`src/rtl/pix_pack_pkg.sv`:
```
package pix_pack_pkg;
  localparam int unsigned CH_W  = 8;
  localparam int unsigned NCH   = 4;
  localparam int unsigned PIX_W = CH_W * NCH;
  localparam int unsigned BE_W  = PIX_W / 8;
  localparam int unsigned FMT_W = 3;

  typedef enum logic [FMT_W-1:0] {
    FMT_A8R8G8B8 = 3'd0,
    FMT_R8G8B8   = 3'd1,
    FMT_R5G6B5   = 3'd2,
    FMT_A1R5G5B5 = 3'd3,
    FMT_A4R4G4B4 = 3'd4
  } fmt_e;

  typedef struct packed {
    logic [CH_W-1:0] a;
    logic [CH_W-1:0] r;
    logic [CH_W-1:0] g;
    logic [CH_W-1:0] b;
  } argb_t;
endpackage

```
`src/rtl/pix_pack_prep.sv`:
```
module pix_pack_prep
  import pix_pack_pkg::*;
(
  input  argb_t pix_i,
  input  logic  alpha_inv_i,
  input  logic  rb_swap_i,
  output argb_t pix_o
);
  always_comb begin
    pix_o.a = alpha_inv_i ? ~pix_i.a : pix_i.a;
    pix_o.g = pix_i.g;
    pix_o.r = rb_swap_i ? pix_i.b : pix_i.r;
    pix_o.b = rb_swap_i ? pix_i.r : pix_i.b;
  end
endmodule

```
`src/rtl/pix_pack_fmt.sv`:
```
module pix_pack_fmt
  import pix_pack_pkg::*;
(
  input  argb_t            pix_i,
  input  logic [FMT_W-1:0] fmt_i,
  output logic [PIX_W-1:0] data_o,
  output logic [BE_W-1:0]  be_o,
  output logic             bad_o
);
  localparam int unsigned HALF = PIX_W / 2;

  always_comb begin
    data_o = '0;
    be_o   = '0;
    bad_o  = 1'b0;
    unique case (fmt_i)
      FMT_A8R8G8B8: begin
        data_o = pix_i;
        be_o   = 4'b1111;
      end
      FMT_R8G8B8: begin
        data_o = {{CH_W{1'b0}}, pix_i.r, pix_i.g, pix_i.b};
        be_o   = 4'b0111;
      end
      FMT_R5G6B5: begin
        data_o = {{HALF{1'b0}}, pix_i.r[7:3], pix_i.g[7:2], pix_i.b[7:3]};
        be_o   = 4'b0011;
      end
      FMT_A1R5G5B5: begin
        data_o = {{HALF{1'b0}}, pix_i.a[7], pix_i.r[7:3], pix_i.g[7:3], pix_i.b[7:3]};
        be_o   = 4'b0011;
      end
      FMT_A4R4G4B4: begin
        data_o = {{HALF{1'b0}}, pix_i.a[7:4], pix_i.r[7:4], pix_i.g[7:4], pix_i.b[7:4]};
        be_o   = 4'b0011;
      end
      default: bad_o = 1'b1;
    endcase
  end
endmodule

```
`src/rtl/pix_pack_bswap.sv`:
```
module pix_pack_bswap #(
  parameter int unsigned NBYTES = 4
) (
  input  logic                  en_i,
  input  logic [NBYTES*8-1:0]   data_i,
  input  logic [NBYTES-1:0]     be_i,
  output logic [NBYTES*8-1:0]   data_o,
  output logic [NBYTES-1:0]     be_o
);
  localparam int unsigned NPAIR = NBYTES / 2;

  for (genvar p = 0; p < NPAIR; p++) begin : g_pair
    localparam int unsigned LO = 2 * p;
    localparam int unsigned HI = 2 * p + 1;
    assign data_o[LO*8 +: 8] = en_i ? data_i[HI*8 +: 8] : data_i[LO*8 +: 8];
    assign data_o[HI*8 +: 8] = en_i ? data_i[LO*8 +: 8] : data_i[HI*8 +: 8];
    assign be_o[LO]          = en_i ? be_i[HI] : be_i[LO];
    assign be_o[HI]          = en_i ? be_i[LO] : be_i[HI];
  end
endmodule

```
`src/rtl/pix_pack_top.sv`:
```
module pix_pack_top
  import pix_pack_pkg::*;
(
  input  logic             clk_i,
  input  logic             rst_ni,
  input  logic [2:0]       fmt_i,
  input  logic             alpha_inv_i,
  input  logic             rb_swap_i,
  input  logic             byte_swap_i,
  input  logic             fill_i,
  input  logic [31:0]      fill_color_i,
  input  logic             in_valid_i,
  input  logic [31:0]      in_data_i,
  output logic             in_ready_o,
  output logic             out_valid_o,
  input  logic             out_ready_i,
  output logic [31:0]      out_data_o,
  output logic [3:0]       out_be_o
,
  output logic             err_o
);
  argb_t            src, prep;
  logic [PIX_W-1:0] pk_data, sw_data;
  logic [BE_W-1:0]  pk_be, sw_be;
  logic             bad, slot_free, src_valid, load;

  assign src = fill_i ? argb_t'(fill_color_i) : argb_t'(in_data_i);

  pix_pack_prep u_prep (
    .pix_i       (src),
    .alpha_inv_i (alpha_inv_i),
    .rb_swap_i   (rb_swap_i),
    .pix_o       (prep)
  );

  pix_pack_fmt u_fmt (
    .pix_i  (prep),
    .fmt_i  (fmt_i),
    .data_o (pk_data),
    .be_o   (pk_be),
    .bad_o  (bad)
  );

  pix_pack_bswap #(.NBYTES(BE_W)) u_bswap (
    .en_i   (byte_swap_i),
    .data_i (pk_data),
    .be_i   (pk_be),
    .data_o (sw_data),
    .be_o   (sw_be)
  );

  assign slot_free  = !out_valid_o || out_ready_i;
  assign src_valid  = fill_i || in_valid_i;
  assign load       = src_valid && !bad && slot_free;
  assign in_ready_o = !fill_i && !bad && slot_free;
  assign err_o      = bad;

  always_ff @(posedge clk_i or negedge rst_ni) begin
    if (!rst_ni) begin
      out_valid_o <= 1'b0;
      out_data_o  <= '0;
      out_be_o    <= '0;
    end else begin
      if (load) begin
        out_valid_o <= 1'b1;
        out_data_o  <= sw_data;
        out_be_o    <= sw_be;
      end else if (out_ready_i) begin
        out_valid_o <= 1'b0;
      end
    end
  end
endmodule

```
`config.mk`:
```
export PLATFORM = sky130hd
export DESIGN_NAME = pix_pack_top
export DESIGN_NICKNAME = d
export VERILOG_FILES = /design/src/rtl/pix_pack_pkg.sv /design/src/rtl/pix_pack_prep.sv /design/src/rtl/pix_pack_fmt.sv /design/src/rtl/pix_pack_bswap.sv /design/src/rtl/pix_pack_top.sv
export SDC_FILE = /design/constraint.sdc
export NUM_CORES = 1
export LEC_CHECK = 0
export ABC_CLOCK_PERIOD_IN_PS = 3600
export BUFFER_PORTS_ARGS = -buffer_cell sky130_fd_sc_hd__buf_2
export CORE_UTILIZATION = 50
export DETAILED_ROUTE_END_ITERATION = 7
export HOLD_SLACK_MARGIN = 0.12
export PLACE_DENSITY = 0.84
export SYNTH_ARGS = -nofsm -noshare
export SYNTH_HDL_FRONTEND = slang
export SYNTH_SLANG_ARGS = --single-unit
```
`constraint.sdc`:
```
create_clock -name clk_i -period 3.6 [get_ports clk_i]
set_input_delay 0.18 -clock clk_i [delete_from_list [all_inputs] [get_ports clk_i]]
set_output_delay 0.18 -clock clk_i [all_outputs]
set_load 0.03 [all_outputs]
```
=== After elaboration in Yosys (flattened, before gate mapping) ===
Cells that the tools add are included.

* Register bits: 37
* Word-level logic and storage cells: 37
* Input port bits: 75

* Muxes and demuxes: 17
* Eq/ne operators: 4
* Bitwise operators: 1
* Reductions and logical operators: 12

{| class="wikitable"
|+ Operators by type and width
! kind !! number
|-
| $pmux W32 S5 || 1
|-
| $mux W8 || 7
|-
| $mux W32 || 1
|-
| $pmux W4 S3 || 1
|-
| $not A8 Y8 || 1
|-
| $mux W1 || 7
|-
| $eq A3 B2 Y1 const B || 2
|-
| $reduce_or A5 Y1 || 1
|-
| $logic_and A1 B1 Y1 || 4
|-
| $eq A3 B1 Y1 const B || 1
|-
| $eq A3 B3 Y1 const B || 1
|-
| $logic_not A3 Y1 || 1
|-
| $reduce_or A3 Y1 || 1
|-
| $logic_not A1 Y1 || 2
|-
| $logic_or A1 B1 Y1 || 2
|-
| $reduce_bool A2 Y1 || 1
|}

=== Logic depth before layout (Yosys ltp) ===
Gate-level depths: netlist of the first run.

* Depth in word-level cells: 5
* Mapped depth: 9
* Mapped depth without buffers: 5

=== Hierarchy ===
A second synthesis of the first run with hierarchy kept.

* Cell total of the unflattened synthesis: 274
* Area total of the unflattened synthesis: 3487.1 um^2

{| class="wikitable"
|+ Modules (own cells, without submodules)
! module !! sequential area each (um^2) !! instances !! cells an instance !! area each (um^2)
|-
| pix_pack_top || 925.9 || 1 || 117 || 1950.6
|-
| pix_pack_bswap || 0.0 || 1 || 40 || 589.3
|-
| pix_pack_fmt || 0.0 || 1 || 82 || 563.0
|-
| pix_pack_prep || 0.0 || 1 || 35 || 384.1
|}

=== Worst setup path before layout of the first run ===
No wires, ideal clock.

* Path kind: register to register
* Start point: register out_valid_o
* End point: register out_data_o[15]
* Required time: 3.474 ns
* Path buffers: 1
* Period minus slack after synthesis: 1.689 ns
* Stages on the path, launching flop included: 7
* Slack: 1.911 ns
* Arrival time: 1.562 ns
* Cell sequence: dfrtp_1 nor2b_1 nor3_4 nand2_2 buf_2 o32ai_1 nor2_1

* Longest elaborated chain between the ends: 3

{| class="wikitable"
|+ RTL lines
! element !! RTL line !! source
|-
| start: declaration || pix_pack_top.sv:15 || <nowiki>output logic out_valid_o,</nowiki>
|-
| start signal: assignment || pix_pack_top.sv:60 || <nowiki>out_valid_o <= 1'b0;</nowiki>
|-
| start signal: assignment || pix_pack_top.sv:65 || <nowiki>out_valid_o <= 1'b1;</nowiki>
|-
| start signal: assignment || pix_pack_top.sv:69 || <nowiki>out_valid_o <= 1'b0;</nowiki>
|-
| $logic_not A1 Y1 || pix_pack_top.sv:52 || <nowiki>assign slot_free = !out_valid_o || out_ready_i;</nowiki>
|-
| $logic_or A1 B1 Y1 || pix_pack_top.sv:52 ||
|-
| $logic_and A1 B1 Y1 || pix_pack_top.sv:54 || <nowiki>assign load = src_valid && !bad && slot_free;</nowiki>
|-
| end signal: assignment || pix_pack_top.sv:66 || <nowiki>out_data_o <= sw_data;</nowiki>
|-
| end: declaration || pix_pack_top.sv:17 || <nowiki>output logic [31:0] out_data_o,</nowiki>
|}

No other way between the ends.
A chain may end at the register's enable or synchronous reset.

=== Worst setup path after layout of the first run ===
* Start point: input fill_i
* End point: register out_data_o[14]

* Longest elaborated chain between the ends: 5

{| class="wikitable"
|+ RTL lines
! element !! RTL line !! source
|-
| start: declaration || pix_pack_top.sv:10 || <nowiki>input logic fill_i,</nowiki>
|-
| $mux W32 || pix_pack_top.sv:27 || <nowiki>assign src = fill_i ? argb_t'(fill_color_i) : argb_t'(in_data_i);</nowiki>
|-
| $not A8 Y8 || pix_pack_prep.sv:10 || <nowiki>pix_o.a = alpha_inv_i ? ~pix_i.a : pix_i.a;</nowiki>
|-
| $mux W8 || pix_pack_prep.sv:10 ||
|-
| $pmux W32 S5 || pix_pack_fmt.sv:16 || <nowiki>unique case (fmt_i)</nowiki>
|-
| $mux W8 || pix_pack_bswap.sv:16 || <nowiki>assign data_o[HI*8 +: 8] = en_i ? data_i[LO*8 +: 8] : data_i[HI*8 +: 8];</nowiki>
|}

Parallel ways exist; a longest one is shown, timed or not.

==> results of run 1 <==
layer usage:
layer / share of wire / up-vias / GRT usage
li1: - / 1343 / -
met1: 0.41 / 1425 / 0.4045
met2: 0.47 / 224 / 0.4912
met3: 0.097 / 26 / 0.05238
met4: 0.025 / 0 / 0.1189
met5: 0 / - / 0
sequential cells by signal, indices dropped and copies added, names as in the netlist:
register	flops
out_data_o	32
out_valid_o	1
out_be_o	3
worst max-delay path by stage:
stage               depth (start not counted)              to  slack [ns]         from
detailed placement                          7  out_data_o[14]        1.32       fill_i
finish                                      7  out_data_o[14]        1.61       fill_i
global placement                            7  out_data_o[10]        1.36       fill_i
CTS                                         7  out_data_o[14]        1.63       fill_i
global route                                7  out_data_o[15]        1.42       fill_i
floorplan                                   6  out_data_o[15]        1.91  out_valid_o
area by class of cell:
type | count | area [um2]
Fill cell | 505 | 2003
Timing Repair Buffer | 118 | 605.6
Inverter | 4 | 15.01
Sequential cell | 36 | 900.9
Clock inverter | 3 | 42.54
Tap cell | 72 | 90.09
Clock buffer | 5 | 68.82
Multi-Input combinational cell | 234 | 1747
through the flow:
| stage | total power (uW) | setup slack, ns | cells |
|---|---|---|---|
| after floorplan | 899.9 | 1.911 | 299 |
| after global placement | 1067 | 1.364 | 463 |
| after detailed placement | 1080 | 1.321 | 463 |
| after CTS | 1439 | 1.627 | 472 |
| after global routing | 1507 | 1.419 | 472 |
| final | 1444 | 1.605 | 472 |
worst max-delay path: cells and delay by family:
| kind | cells | cell delay [ns] |
|---|---|---|
| mux | 1 | 0.44 |
| buf+inv | 2 | 0.83 |
| compound gates | 4 | 0.71 |
power breakdown:
part / switching, uW / internal, uW / total, uW
sequential: 38.5 / 471 / 509
clock: 161 / 205 / 366
combinational: 369 / 200 / 569
total: 568 / 875 / 1440
synth_stat cells, drive strengths merged (2+ instances only):
library cell  count  area, um2
a22oi             8      65.06
clkbuf            5      18.77
o21ai            19      95.09
a211oi            3      22.52
a32oi             2      17.52
nand2            36      140.1
buf              20      145.1
o221ai           13      113.9
a22o              5      43.79
xnor2             4      35.03
o22ai             3      18.77
mux2              9      101.4
nor2             27      101.4
nor2b             4      25.02
xor2              4      35.03
nor3              7      51.30
nand2b            2      12.51
a21oi            13      65.06
nand3             4      20.02
o32ai             8      77.58
o21a              7      60.05
or3               3      23.77
mux4             12      270.3
mux2i            18      180.2
dfrtp            36      900.9
a31oi            10      62.56
inv               3      11.26
timing repair:
| action | in CTS | in global routing |
|---|---|---|
| hold endpoints to repair | 36 | 0 |
| hold buffers | 1 | 0 |
| setup buffers | 0 | 0 |
kinds of logic (layout without fill, tap and decap cells):
logic type	Yosys count	after routing	share of synthesized area
AO/OA/AOI/OAI	100	100	0.2541
XOR/XNOR	8	8	0.02479
buffers and inverters	29	130	0.06330
flip-flops	36	36	0.3187
multiplexers	39	39	0.1952
AND/OR/NAND/NOR	87	87	0.1439
==> out/metrics.csv, run 1 <==
stage;metric;value;unit
synthesis;ys_seq_elements;36;
setup_path;worstSetupEndpointType;flip-flop;
place;detailed_place_hpwl;6570;um
power_and_ir_drop;p_per_area;416.1;nW/um2
die;coreArea;5473;um2
job;max_cap_viol_count;0;
routing;vias;3018;
sta;holdWs;0.1913;ns
clock_network;cts_inserted_buffers;5;
routing;drc_errors;0;
routing;via_per_inst;6.394;
cells_and_area;fin_util;0.6340;
synthesis;avgSynthCellArea;9.453;um2
setup_path;worst_ep_arrival_time;2.16;ns
synthesis;synthCells;299;
clock_network;tritoncts;done;
run_status;outcome;completed;
clock_network;ctsResizeCount;0;
cells_and_area;drive_gt1_frac;0.3900;
clock_network;clk_pin_slew;0.08;ns
synthesis;ys_warn_count;0;
hold_path;worstHoldStart;in_valid_i;
global_routing;overflow;0;
clock_network;clockBufferDepth;2;
power_and_ir_drop;leakage;0.001568;uW
synthesis;syn_area;2826;um2
sta;rsz0062_at_grt;no;
setup_path;critPathKind;primary input to flip-flop;
setup_path;worst-path-max-fanout;27;
setup_path;r2r_end;out_data_o[3];
setup_path;path_cells;buf_2, buf_4, mux2i_1, o22ai_1, a22o_1, a31oi_1, o221ai_1;
routing;drt_iter0_drc;376;
routing;first_pass_iters;5;
cells_and_area;nets;474;
global_routing;grt_pass1_vias;2823;
setup_path;required;3.76;ns
hold_path;min_delay_path_depth;3;
sta;finClkSkew;0.002592;ns
routing;ant_nets;0;
global_routing;grt_pass1_wl;14070;um
hold_path;worst_hold_path.endpoint;out_valid_o;
sta;fin_setup_tns;0;ns
routing;drt-total-wl;8718;um
die;die_x;77.19;um
synthesis;synth.distinct_cells;51;
place;gp_congestion;0.9493;
cells_and_area;syn_to_final_growth;22.75;%
clock_network;htreeDepth;2;
setup_path;crit_path_top_delay_cell;buf_4;
die;rows;27;
synthesis;ys_seq_area_frac;0.3187;
setup_path;r2r_setup_slack;1.80;ns
setup_path;r2r_start;out_valid_o;
clock_network;cts_sinks;36;
global_routing;grt_max_degree;37;
die;dieArea;5958;um2
setup_path;worst-r2r-cell-count;5;
global_routing;antenna_found_initial;0;
clock_network;cts_root_buffer;clkbuf_8;
power_and_ir_drop;ir_drop;211.8;uV
die;boundaryPins;114;
sta;tightest_slew;0.8324;ns
cells_and_area;diodes;0;
sta;finalMaxSlewViolations;0;
cells_and_area;layout_common_cells;buf_2 (113), dfrtp_1 (36), nand2_1 (34), nor2_1 (27), mux2i_1 (18);
cells_and_area;final_area;3470;um2
sta;fmax;501.3;MHz
synthesis;syn_nets;374;
synthesis;synth_edf_count;0;
synthesis;async_flop_share;1.000;
sta;finalHoldViolations;0;
sta;period_share;0.5541;
sta;finalSetupViolations;0;
die;die_h;77.19;um
clock_network;insertion_delay;0.30;ns
die;start_util;0.5165;
synthesis;synth_flop_cell;dfrtp_1;
setup_path;critPathLaunchType;primary input;
global_routing;grt_usage;0.3043;
cells_and_area;final_common_cell;buf_2;
place;placed_area;3348;um2
routing;wire_per_inst;18.47;um
setup_path;max_stage_delay;0.44;ns
hold_path;hp-class;primary input to flip-flop;
sta;period_needed;1.995;ns
place;port_buffers;113;
sta;slew-limit-headroom;0.4451;
No activity file was read; power rests on OpenSTA's default activity.
==> run 2, diff against run 1 <==
ABC_CLOCK_PERIOD_IN_PS = 1820   (was 3600)
CORE_UTILIZATION = 44   (was 50)
PLACE_DENSITY = 0.79   (was 0.84)
clock period = 1.82 ns   (was 3.6 ns; I/O delays follow)
==> out/metrics.csv, run 2 (synthesis gave the netlist of run 1 again) <==
stage;metric;value;unit;change
clock_network;cts_sinks;36;;unchanged
routing;vias;3056;;was 3018
clock_network;clockBufferDepth;2;;unchanged
sta;period_share;0.9595;;
global_routing;grt_pass1_wl;14640;um;was 14070 um
sta;finalMaxSlewViolations;0;;unchanged
setup_path;critPathLaunchType;flip-flop;;was primary input
routing;drc_errors;0;;unchanged
cells_and_area;fin_util;0.6098;;was 0.6340
sta;finalSetupViolations;0;;unchanged
sta;holdWs;0.1656;ns;was 0.1913 ns
setup_path;worst-path-max-fanout;8;;was 27
global_routing;grt_max_degree;37;;unchanged
cells_and_area;biggestRegsByFlops;out_data_o x32, out_be_o x3, out_valid_o x1;;unchanged
cells_and_area;diodes;0;;unchanged
place;placed_area;3550;um2;was 3348 um2
run_status;outcome;completed;;unchanged
setup_path;critPathKind;flip-flop to flip-flop;;was primary input to flip-flop
routing;wire_per_inst;18.59;um;was 18.47 um
place;port_buffers;113;;unchanged
die;die_x;82.15;um;was 77.19 um
cells_and_area;final_common_cell;buf_2;;unchanged
place;pre_cts_slack;-0.04076;ns;was 1.321 ns
cells_and_area;drive_gt1_frac;0.4259;;was 0.3900
die;coreArea;6061;um2;was 5473 um2
power_and_ir_drop;p_per_area;793.1;nW/um2;was 416.1 nW/um2
setup_path;worst_ep_arrival_time;1.91;ns;was 2.16 ns
die;start_util;0.4664;;was 0.5165
clock_network;cts_inserted_buffers;5;;unchanged
clock_network;insertion_delay;0.30;ns;about the same
setup_path;required;1.99;ns;was 3.76 ns
die;rows;28;;was 27
routing;drt_iter0_drc;261;;was 376
hold_path;hp-class;primary input to flip-flop;;unchanged
global_routing;overflow;0;;unchanged
sta;fmax;572.6;MHz;
setup_path;worstSetupEndpointType;flip-flop;;unchanged
clock_network;cts_root_buffer;clkbuf_8;;unchanged
cells_and_area;nets;499;;was 474
cells_and_area;final_area;3696;um2;was 3470 um2
routing;first_pass_iters;5;;unchanged
die;die_h;82.15;um;was 77.19 um
place;gp_congestion;0.9063;;was 0.9493
place;detailed_place_hpwl;7285;um;was 6570 um
sta;tightest_slew;0.8623;ns;was 0.8324 ns
sta;period_needed;1.746;ns;
routing;via_per_inst;6.112;;was 6.394
sta;setup_ws;0.07364;ns;was 1.605 ns
global_routing;grt_usage;0.2949;;was 0.3043
power_and_ir_drop;leakage;0.001701;uW;was 0.001568 uW
sta;slew-limit-headroom;0.4252;;was 0.4451
global_routing;grt_pass1_vias;2947;;was 2823
routing;drt-total-wl;9297;um;was 8718 um
routing;ant_nets;0;;unchanged
die;dieArea;6749;um2;was 5958 um2
cells_and_area;regMostFlops;out_data_o;;unchanged
cells_and_area;layout_common_cells;buf_2 (113), dfrtp_1 (36), nand2_1 (34), nor2_1 (27), buf_4 (26);;was buf_2 (113), dfrtp_1 (36), nand2_1 (34), nor2_1 (27), mux2i_1 (18)
sta;rsz0062_at_grt;no;;unchanged
clock_network;tritoncts;done;;unchanged
sta;finalHoldViolations;0;;unchanged
die;boundaryPins;114;;unchanged
global_routing;antenna_found_initial;0;;unchanged
job;max_cap_viol_count;0;;unchanged
clock_network;clk_pin_slew;0.08;ns;about the same
cells_and_area;syn_to_final_growth;30.77;%;was 22.75%
sta;finClkSkew;0.004879;ns;was 0.002592 ns
cells_and_area;largest_reg_flops;32;;unchanged
clock_network;htreeDepth;2;;unchanged
power_and_ir_drop;ir_drop;389.2;uV;was 211.8 uV
run 2: final timing paths:
| path | startpoint | end | slack (ns) | depth (start not counted) |
|---|---|---|---|---|
| min | out_ready_i | out_valid_o | 0.17 | 3 |
| max | out_valid_o | out_data_o[7] | 0.07 | 6 |
| min reg2reg | out_be_o[2] | out_be_o[2] | 0.48 | 1 |
| max in group asynchronous | rst_ni | out_data_o[6] | 0.83 | 2 |
| max reg2reg | out_valid_o | out_data_o[7] | 0.07 | 6 |
| min in group asynchronous | rst_ni | out_data_o[26] | 0.45 | 2 |
run 2: metrics by stage:
step / total power (uW) / instances / setup TNS, ns
after global routing: 3085 / 500 / 0
final: 2931 / 500 / 0
after detailed placement: 2207 / 489 / -0.07595
after floorplan: 1780 / 299 / 0
after global placement: 2186 / 489 / -0.03568
after CTS: 2933 / 499 / 0
run 2: critical path, stage by stage, from the launching register on:
cell and delay, ns:
dfrtp_1 0.38, nor2b_1 0.19, nor3_4 0.19, buf_4 0.18, nand2_2 0.15, o32ai_1 0.45, nor2_1 0.09
run 2: per-layer routing:
metal | vias to the layer above | GRT usage | wire length (um)
met5 | - | 0 | 0
met4 | 0 | 0.1000 | 138
met3 | 12 | 0.02857 | 584
met2 | 163 | 0.4983 | 4535
met1 | 1487 | 0.3939 | 4038
li1 | 1394 | - | -
run 2: cell type report:
class,instances,area [um2]
fill,544,2365
multi-input combinational,234,1754
sequential,36,900.9
timing repair buffer,143,820.8
tap,75,93.84
clock buffer,5,68.82
clock inverter,3,42.54
inverter,4,15.01
run 2: repair_timing:
action	in CTS	in global routing
buffers inserted	0	1
endpoints found under the setup margin	0	2
hold buffers	2	0
hold endpoints to repair	37	0
resized for setup	0	1
run 2: power breakdown:
group	internal, uW	leakage [uW]	switching, uW
registers	932	0.000447	74.0
logic	449	0.00120	754
clock network	406	0.0000541	317
total	1790	0.00170	1150
==> run 3, diff against run 2 <==
REMOVE_ABC_BUFFERS = 1   (was default)
==> out/metrics.csv, run 3 (synthesis gave the netlist of run 1 again) <==
stage;metric;value;unit;change
cells_and_area;nets;500;;was 499
setup_path;path_cells;nor2b_1, nor3_4, nand2_2, o32ai_1, nor2_1;;was nor2b_1, nor3_4, buf_4, nand2_2, o32ai_1, nor2_1
sta;fmax;586.3;MHz;was 572.6 MHz
cells_and_area;layout_common_cells;buf_2 (113), dfrtp_1 (36), nand2_1 (34), buf_4 (29), nor2_1 (27);;was buf_2 (113), dfrtp_1 (36), nand2_1 (34), nor2_1 (27), buf_4 (26)
place;placed_area;3540;um2;was 3550 um2
die;boundaryPins;114;;unchanged
power_and_ir_drop;switching_share;0.3926;;was 0.3906
sta;rsz0062_at_grt;no;;unchanged
routing;drt_iter0_drc;212;;was 261
global_routing;overflow;0;;unchanged
place;gp_congestion;0.9212;;was 0.9063
power_and_ir_drop;p_per_area;771.3;nW/um2;was 793.1 nW/um2
die;start_util;0.4664;;unchanged
routing;vias;3012;;was 3056
sta;finalMaxSlewViolations;0;;unchanged
clock_network;htreeDepth;2;;unchanged
setup_path;worst_ep_arrival_time;1.88;ns;was 1.91 ns
cells_and_area;final_area;3656;um2;was 3696 um2
sta;period_share;0.9371;;was 0.9595
hold_path;hp-class;primary input to flip-flop;;unchanged
power_and_ir_drop;power_frac_comb;0.419;;was 0.410
clock_network;cts_sinks;36;;unchanged
cells_and_area;final_common_cell;buf_2;;unchanged
job;max_cap_viol_count;0;;unchanged
die;dieArea;6749;um2;unchanged
run_status;outcome;completed;;unchanged
place;pre_cts_slack;-0.1439;ns;was -0.04076 ns
sta;slew-limit-headroom;0.4134;;was 0.4252
cells_and_area;regMostFlops;out_data_o;;unchanged
global_routing;grt_usage;0.2821;;was 0.2949
global_routing;grt_pass1_wl;14100;um;was 14640 um
setup_path;worst-path-max-fanout;12;;was 8
cells_and_area;fin_util;0.6032;;was 0.6098
clock_network;cts_inserted_buffers;5;;unchanged
power_and_ir_drop;p_seq_frac;0.356;;was 0.343
power_and_ir_drop;ir_drop;434.8;uV;was 389.2 uV
cells_and_area;drive_gt1_frac;0.4235;;was 0.4259
routing;wire_per_inst;18.03;um;was 18.59 um
global_routing;grt_max_degree;37;;unchanged
setup_path;cp_num_buf_inv;0;;was 1
clock_network;cts_root_buffer;clkbuf_8;;unchanged
setup_path;required;1.99;ns;about the same
routing;first_pass_iters;4;;was 5
clock_network;clk_pin_slew;0.07;ns;was 0.08 ns
sta;setup_ws;0.1144;ns;was 0.07364 ns
clock_network;insertion_delay;0.29;ns;was 0.30 ns
power_and_ir_drop;p_int;1713;uW;was 1786 uW
setup_path;worstSetupEndpointType;flip-flop;;unchanged
place;detailed_place_hpwl;7087;um;was 7285 um
die;rows;28;;unchanged
cells_and_area;syn_to_final_growth;29.35;%;was 30.77%
clock_network;clockBufferDepth;2;;unchanged
routing;via_per_inst;6.024;;was 6.112
cells_and_area;biggestRegsByFlops;out_data_o x32, out_be_o x3, out_valid_o x1;;unchanged
die;die_h;82.15;um;unchanged
sta;finClkSkew;0.005194;ns;was 0.004879 ns
clock_network;tritoncts;done;;unchanged
setup_path;max_stage_delay;0.38;ns;was 0.45 ns
die;die_x;82.15;um;unchanged
sta;tightest_slew;0.8799;ns;was 0.8623 ns
routing;drt-total-wl;9013;um;was 9297 um
die;coreArea;6061;um2;unchanged
sta;period_needed;1.706;ns;was 1.746 ns
routing;drc_errors;0;;unchanged
setup_path;cp_top_family;simple AND/OR/NAND/NOR gates;;unchanged
global_routing;antenna_found_initial;0;;unchanged
setup_path;crit_path_top_delay_cell;dfrtp_1;;was o32ai_1
power_and_ir_drop;clkPwrFrac;0.224;;was 0.247
cells_and_area;diodes;0;;unchanged
cells_and_area;fillers;532;;was 544
global_routing;grt_pass1_vias;2792;;was 2947
sta;finalHoldViolations;0;;unchanged
routing;ant_nets;0;;unchanged
cells_and_area;largest_reg_flops;32;;unchanged
power_and_ir_drop;power.switching;1107;uW;was 1145 uW
setup_path;critPathLaunchType;flip-flop;;unchanged
setup_path;critPathKind;flip-flop to flip-flop;;unchanged
power_and_ir_drop;leakage;0.001690;uW;was 0.001701 uW
place;port_buffers;113;;unchanged
sta;finalSetupViolations;0;;unchanged
==> run 3: cell count changes in the layout (fill, tap and decap cells not counted), sizes merged <==
cell and change:
buf +1, bufinv -1, clkbuf +2, clkinv -1
clkinvlp -1
==> run 3: through the flow <==
stage                     hold slack [ns]  TNS, ns  cells  power [uW]
after floorplan                   -0.2046   -1.308    274        1708
after global placement             0.2124  -0.3010    491        2176
after detailed placement           0.2528  -0.6168    491        2196
after CTS                          0.1601        0    500        2823
after global routing               0.1936        0    500        2969
final                              0.1632        0    500        2820
==> run 3: final timing paths <==
path	start	end	slack, ns	depth (start not counted)
worst max register to register	out_valid_o	out_data_o[15]	0.11	5
worst max-delay path	out_valid_o	out_data_o[15]	0.11	5
max in group asynchronous	rst_ni	out_data_o[1]	0.82	2
min in group asynchronous	rst_ni	out_data_o[23]	0.45	2
worst min-delay path	out_ready_i	out_valid_o	0.16	3
worst min register to register	out_be_o[1]	out_be_o[1]	0.48	1
==> run 3: cell type report <==
type / instances / area, um2 / share of cell area
repair buffers: 144 / 803.3 / 0.2197
clock buffers: 7 / 96.34 / 0.02635
flip-flops and latches: 36 / 900.9 / 0.2464
multi-input cells: 234 / 1747 / 0.4778
well taps: 75 / 93.84 / 0.02567
inverters: 4 / 15.01 / 0.004107
==> run 3: repair_timing <==
action                                 CTS  global route
setup buffers                            0             0
endpoints found under the hold margin   37             0
resized for setup                        0             0
hold buffers                             2             0
==> run 3: worst register-to-register path: cells and delay by family (launching register included) <==
kind,cells,cell delay (ns)
compound gates,1,0.38
flops,1,0.38
simple gates,4,0.83
==> run 3: power by group through the flow <==
stage	sequential, uW	combinational [uW]	clock (uW)
2_1_floorplan	1280	425	0
3_3_place_gp	1020	1160	0
3_5_place_dp	1020	1170	0
4_1_cts	1010	1180	636
5_1_grt	1020	1270	671
6_report	1010	1180	633
==> run 3: routing by layer <==
| metal | share of wire | global-route usage |
|---|---|---|
| met5 | 0 | 0 |
| met1 | 0.44 | 0.3808 |
| met3 | 0.090 | 0.04615 |
| met4 | 0.014 | 0.07193 |
| met2 | 0.46 | 0.4686 |
